## src/rtl/iq_rx_pkg.sv

```systemverilog
package iq_rx_pkg;

    typedef enum logic [1:0] {
        MODE_HSK  = 2'b00,
        MODE_SYNC = 2'b01,
        MODE_SELF = 2'b10,
        MODE_RSVD = 2'b11
    } rx_mode_e;

    typedef struct packed {
        logic [15:0] q;
        logic [15:0] i;
    } iq_sample_t;

endpackage

```

## src/rtl/iq_rx_store.sv

```systemverilog
module iq_rx_store #(
    parameter int DEPTH = 16,
    parameter int W     = 32,
    localparam int PTR_W = (DEPTH > 1) ? $clog2(DEPTH) : 1,
    localparam int CNT_W = $clog2(DEPTH + 1)
) (
    input  logic             clk,
    input  logic             rst,
    input  logic             push,
    input  logic             pop,
    input  logic [W-1:0]     wdata,
    output logic [W-1:0]     head,
    output logic [CNT_W-1:0] count,
    output logic             full,
    output logic             empty
);

    localparam logic [PTR_W-1:0] LAST_IDX = PTR_W'(DEPTH - 1);
    localparam logic [CNT_W-1:0] FULL_CNT = CNT_W'(DEPTH);

    typedef struct packed {
        logic [PTR_W-1:0] wptr;
        logic [PTR_W-1:0] rptr;
        logic [CNT_W-1:0] cnt;
    } store_t;

    store_t st_d, st_q;
    logic [W-1:0] mem [DEPTH];
    logic push_ok, pop_ok;

    always_comb begin
        full    = (st_q.cnt == FULL_CNT);
        empty   = (st_q.cnt == '0);
        push_ok = push && !full;
        pop_ok  = pop && !empty;
        st_d    = st_q;
        if (push_ok) begin
            st_d.wptr = (st_q.wptr == LAST_IDX) ? '0 : st_q.wptr + 1'b1;
        end
        if (pop_ok) begin
            st_d.rptr = (st_q.rptr == LAST_IDX) ? '0 : st_q.rptr + 1'b1;
        end
        case ({push_ok, pop_ok})
            2'b10:   st_d.cnt = st_q.cnt + 1'b1;
            2'b01:   st_d.cnt = st_q.cnt - 1'b1;
            default: st_d.cnt = st_q.cnt;
        endcase
        if (rst) begin
            st_d = '0;
        end
        head  = mem[st_q.rptr];
        count = st_q.cnt;
    end

    always_ff @(posedge clk) begin
        st_q <= st_d;
    end

    always_ff @(posedge clk) begin
        if (push_ok && !rst) begin
            mem[st_q.wptr] <= wdata;
        end
    end


    full_drop_chk: assert property (@(posedge clk) disable iff (rst)
        (push && full && !pop) |=> (count == $past(count)));

endmodule

```

## src/rtl/iq_rx_read_ctrl.sv

```systemverilog
module iq_rx_read_ctrl
    import iq_rx_pkg::*;
#(
    parameter int W     = 32,
    parameter int CNT_W = 5
) (
    input  logic             clk,
    input  logic             rst,
    input  logic [1:0]       mode_sel,
    input  logic             rd_ready,
    input  logic             resync,
    input  logic [CNT_W-1:0] fill,
    input  logic [CNT_W-1:0] thr,
    input  logic             empty,
    input  logic [W-1:0]     head,
    output logic             pop,
    output logic             rd_valid,
    output logic [W-1:0]     rd_data,
    output logic             start_pulse,
    output logic             underrun
);

    typedef struct packed {
        rx_mode_e     mode;
        logic         ready;
        logic         running;
        logic         started;
        logic         start;
        logic [W-1:0] last;
    } rctl_t;

    rctl_t st_d, st_q;
    logic  hsk_like;
    logic  above;

    always_comb begin
        hsk_like = (st_q.mode == MODE_HSK) || (st_q.mode == MODE_RSVD);
        above    = (fill > thr);
        if (hsk_like) begin
            rd_valid = st_q.ready && above;
            pop      = st_q.ready && above;
        end else begin
            rd_valid = st_q.running;
            pop      = st_q.running;
        end
        rd_data     = empty ? st_q.last : head;
        underrun    = !hsk_like && st_q.running && empty;
        start_pulse = st_q.start;

        st_d       = st_q;
        st_d.ready = hsk_like && rd_ready;
        st_d.start = 1'b0;
        case (st_q.mode)
            MODE_SYNC: st_d.running = st_q.running || resync;
            MODE_SELF: begin
                st_d.start   = !st_q.started && above;
                st_d.started = st_q.started || (!st_q.started && above);
                st_d.running = st_q.running || st_q.start;
            end
            default:   st_d.running = 1'b0;
        endcase
        if (pop && !empty) begin
            st_d.last = head;
        end
        if (rst) begin
            st_d      = '0;
            st_d.mode = rx_mode_e'(mode_sel);
        end
    end

    always_ff @(posedge clk) begin
        st_q <= st_d;
    end


    ready_latency_chk: assert property (@(posedge clk) disable iff (rst)
        (st_q.mode == MODE_HSK && rd_valid) |-> $past(rd_ready));


    resync_to_valid_chk: assert property (@(posedge clk) disable iff (rst)
        (st_q.mode == MODE_SYNC && resync) |=> rd_valid);


    start_single_chk: assert property (@(posedge clk) disable iff (rst)
        start_pulse |=> !start_pulse);


    valid_after_start_chk: assert property (@(posedge clk) disable iff (rst)
        start_pulse |=> rd_valid);

endmodule

```

## src/rtl/iq_rx_flags.sv

```systemverilog
module iq_rx_flags (
    input  logic clk,
    input  logic rst,
    input  logic wr_en,
    input  logic full,
    input  logic underrun,
    output logic overflow,
    output logic underflow
);

    typedef struct packed {
        logic ovf;
        logic unf;
    } flag_t;

    flag_t st_d, st_q;

    always_comb begin
        st_d.ovf = st_q.ovf || (wr_en && full);
        st_d.unf = st_q.unf || underrun;
        if (rst) begin
            st_d = '0;
        end
        overflow  = st_q.ovf;
        underflow = st_q.unf;
    end

    always_ff @(posedge clk) begin
        st_q <= st_d;
    end


    ovf_sticky_chk: assert property (@(posedge clk) disable iff (rst)
        overflow |=> overflow);


    unf_set_chk: assert property (@(posedge clk) disable iff (rst)
        underrun |=> underflow);

endmodule

```

## src/rtl/iq_rx_buffer.sv

```systemverilog
module iq_rx_buffer
    import iq_rx_pkg::*;
#(
    parameter int DEPTH = 16,
    localparam int CNT_W = $clog2(DEPTH + 1)
) (
    input  logic             clk,
    input  logic             rst,
    input  logic [1:0]       mode_sel,
    input  logic [CNT_W-1:0] fill_thr,
    input  logic             wr_en,
    input  logic [15:0]      wr_i,
    input  logic [15:0]      wr_q,
    input  logic             rd_ready,
    input  logic             resync,
    output logic [31:0]      rd_data,
    output logic             rd_valid,
    output logic             start_pulse,
    output logic [CNT_W-1:0] fill_level,
    output logic             overflow,
    output logic             underflow
);

    localparam int W = $bits(iq_sample_t);

    iq_sample_t       wsample;
    logic [W-1:0]     head;
    logic [CNT_W-1:0] count;
    logic             full, empty, pop, underrun;

    always_comb begin
        wsample.i  = wr_i;
        wsample.q  = wr_q;
        fill_level = count;
    end

    iq_rx_store #(.DEPTH(DEPTH), .W(W)) u_store (
        .clk   (clk),
        .rst   (rst),
        .push  (wr_en),
        .pop   (pop),
        .wdata (wsample),
        .head  (head),
        .count (count),
        .full  (full),
        .empty (empty)
    );

    iq_rx_read_ctrl #(.W(W), .CNT_W(CNT_W)) u_rctl (
        .clk         (clk),
        .rst         (rst),
        .mode_sel    (mode_sel),
        .rd_ready    (rd_ready),
        .resync      (resync),
        .fill        (count),
        .thr         (fill_thr),
        .empty       (empty),
        .head        (head),
        .pop         (pop),
        .rd_valid    (rd_valid),
        .rd_data     (rd_data),
        .start_pulse (start_pulse),
        .underrun    (underrun)
    );

    iq_rx_flags u_flags (
        .clk       (clk),
        .rst       (rst),
        .wr_en     (wr_en),
        .full      (full),
        .underrun  (underrun),
        .overflow  (overflow),
        .underflow (underflow)
    );

endmodule

```

## config.mk

```make
export PLATFORM = sky130hd
export DESIGN_NAME = iq_rx_buffer
export DESIGN_NICKNAME = d
export VERILOG_FILES = /design/src/rtl/iq_rx_pkg.sv /design/src/rtl/iq_rx_store.sv /design/src/rtl/iq_rx_read_ctrl.sv /design/src/rtl/iq_rx_flags.sv /design/src/rtl/iq_rx_buffer.sv
export SDC_FILE = /design/constraint.sdc
export NUM_CORES = 1
export LEC_CHECK = 0
export BUFFER_PORTS_ARGS = -buffer_cell sky130_fd_sc_hd__buf_2
export CAP_MARGIN = 10
export CORE_MARGIN = 2
export CORE_UTILIZATION = 52
export CTS_CLUSTER_DIAMETER = 150
export DETAILED_ROUTE_END_ITERATION = 10
export GPL_TIMING_DRIVEN = 0
export PLACE_DENSITY = 0.69
export REMOVE_ABC_BUFFERS = 1
export SYNTH_ARGS = -nofsm -noshare
export SYNTH_HDL_FRONTEND = slang
export SYNTH_SLANG_ARGS = --single-unit
```

## constraint.sdc

```tcl
create_clock -name clk -period 5.1 [get_ports clk]
set_clock_uncertainty 0.05 [all_clocks]
set_input_delay 0 -clock clk [delete_from_list [all_inputs] [get_ports clk]]
set_output_delay 0 -clock clk [all_outputs]
set_load 0.03 [all_outputs]
```

==> results.toml <==
[power_and_ir_drop]
clkPwrFrac_pct = 42.2
p_int_mw = 7.64
total_power_mw = 9.60
p_per_area_mw_per_mm2 = 370
p_leak_nw = 8.33
max-vdd-ir-drop_uv = 268
p_sw_mw = 1.96
share_comb_of_total_power_pct = 4.4
power_frac_seq_pct = 53.4
sw_frac_of_total_pct = 20.4

[floorplanning]
rows = 75
io_pins = 85
die-area_mm2 = 0.0439
core_area_mm2 = 0.0419
fp.dieH_um = 210
die_w_um = 210
start_util_pct = 52.5

[sta]
grt_setup_unrepaired = "false"
drv_slew = 0
fin_ws_ns = 0.545
setup_viol = 0
min_period_ns = 4.56
max_slew_margin_pct = 32.5
worstMarginPinSlew_ns = 1.01
fin_setup_tns_ns = 0
hold_viol = 0
max_clock_freq_mhz = 220
fin_crit_sh_pct = 89.3

[setup_path]
worstPathRequired_ns = 5.58
cp-end-kind = "flop"
critPathKind = "reg2reg"
crit_path_max_fanout = 36
critPathArrivalTime_ns = 5.04
critPathLaunchType = "flop"

[global_routing]
antenna_found_initial = 1
grt_pass1_wl_um = 71900
grt_pass1_vias = 11200
use_met2_pct = 35.2
grt_max_degree = 58
busiest_layer = "met2"
met1_usage_pct = 33.4
grt_overflow = 0
grt.total_usage_pct = 22.5
use_met3_pct = 4.06

[placed_design]
placed_cell_area_mm2 = 0.0237
dpl.hpwl_um = 27500
dp_cells = 1723
dpl_worst_slack_ns = -0.193
place.gp.congestion = 0.731
io_buffer_count = 84

[logic_synthesis]
synth-seq-area-share_pct = 75.3
synth_warnings = 0
ys.flop_type = "edfxtp_1"
synth_edf_count = 514
ys_seq_elements = 569
syn_area_mm2 = 0.0220
avgSynthCellArea_um2 = 19.5
netlist_instances = 1126
async_flop_share_pct = 0
yosysUniqueCellTypes = 44

[route]
drt_pass1_iterations = 5
finalWirelength_um = 48400
vias = 11300
drt_iter0_markers = 1253
routed_via_density = 6.04
remaining_drc_errors = 0
wire_per_inst_um = 25.9
ant_nets = 0

[cts]
cts_tree = "yes"
clockRootBuffer = "clkbuf_16"
clockBufferDepth = 3
clkSlewWorstSetupHoldPaths_ns = 0.06
h-tree-depth = 2
clock_sinks = 569
clk_latency_ns = 0.60
numCtsBuffers = 56

[layout]
final_common_cell = "edfxtp_1"
final_cells = 1870
nNetsFinal = 1343
fin_area_mm2 = 0.0259
mostFrequentLayoutCells = "edfxtp_1, mux4_2, nand2_1"
syn_to_final_growth_pct = 17.9
drive_above_1_share_pct = 29.2

[flow_run]
maxCapViolations = 0

[status]
status = "complete, no violations"

[worst_hold_path]
hp-class = "in2reg"
repair_timing:
action                                  in CTS  in global routing
gates resized for setup                      1                  0
hold buffers                                39                  0
endpoints found under the setup margin       1                  0
hold endpoints to repair                   541                  0
buffers inserted                             1                  0
power by group through the flow:
stage          Clock (mW)  Combinational, mW  Sequential (mW)
5_1_grt              4.28              0.457             5.12
2_1_floorplan           0              0.213             5.23
4_1_cts              4.10              0.427             5.12
6_report             4.05              0.425             5.12
3_3_place_gp            0              0.364             5.23
3_5_place_dp            0              0.397             5.22
sequential cells by signal (all words and copies together) (netlist names), named ones only:
name	cells
u_store.st_q	8
u_store.mem	512
u_flags.overflow	1
u_rctl.st_q	37
u_rctl.start_pulse	1
u_store.count	5
u_flags.underflow	1
area by class of cell:
| class | count | area [um2] |
|---|---|---|
| antenna | 1 | 2.50 |
| clock buffer | 84 | 1570 |
| clock inverter | 21 | 233 |
| fill | 2889 | 15900 |
| inverter | 15 | 56.3 |
| multi-input combinational | 476 | 5180 |
| sequential | 569 | 16500 |
| tap | 539 | 674 |
| timing repair buffer | 165 | 1650 |
stage by stage:
step	utilization, %	hold slack, ns
2_1_floorplan	-	0.0191
3_3_place_gp	54.3	0.133
3_5_place_dp	56.6	0.129
4_1_cts	61.9	0.000115
5_1_grt	61.9	0.0511
6_report	61.9	0.0305
critical path: stages (launching register included):
cell	delay (ns)
edfxtp_1	0.37
ha_1	0.34
nand2b_1	0.31
a31o_1	0.33
a311o_2	0.42
inv_2	0.76
ha_1	0.39
inv_1	0.10
fa_1	0.39
nor2b_1	0.15
o21ai_0	0.11
and3_1	0.21
or4_1	0.39
a21oi_1	0.14
routing by layer:
metal	wire [um]	vias up	part of all wire, %
li1	-	4882	-
met1	20800	5863	43
met2	23100	467	48
met3	3500	77	7.2
met4	1010	2	2.1
met5	15	-	0.031
Yosys cell counts, types with 15 or more instances:
library cell  count  area [um2]
a21oi_1          47         235
a22oi_1          64         480
buf_4            16         120
clkbuf_1         30         113
dfxtp_1          55        1100
edfxtp_1        514       15400
ha_1             15         188
mux2_2           32         360
mux4_2          128        2880
nand2_1         113         424
nor2_1           21        78.8
kinds of logic (layout without fill, tap and decap cells):
family	Yosys count	count (layout)	share of synthesized area (%)
xor gates and xnor gates	3	3	0.120
AOI/OAI and AO/OA	126	127	3.76
DFF	569	569	75.3
and+or+nand+nor	168	168	3.25
buffers and inverters	82	285	1.79
other	0	1	0
muxes	162	162	14.9
adders and majority gates	16	16	0.945
final timing paths:
| check | start | endpoint | slack (ns) | cells past startpoint |
|---|---|---|---|---|
| setup reg to reg | u_rctl.st_q[37] | u_store.count[4] | 0.54 | 13 |
| hold reg to reg | u_rctl.st_q[33] | u_rctl.start_pulse | 0.36 | 1 |
| hold / removal | fill_thr[3] | u_rctl.start_pulse | 0.03 | 7 |
| setup / recovery | u_rctl.st_q[37] | u_store.count[4] | 0.54 | 13 |
Power figures use the tool's default switching activity.
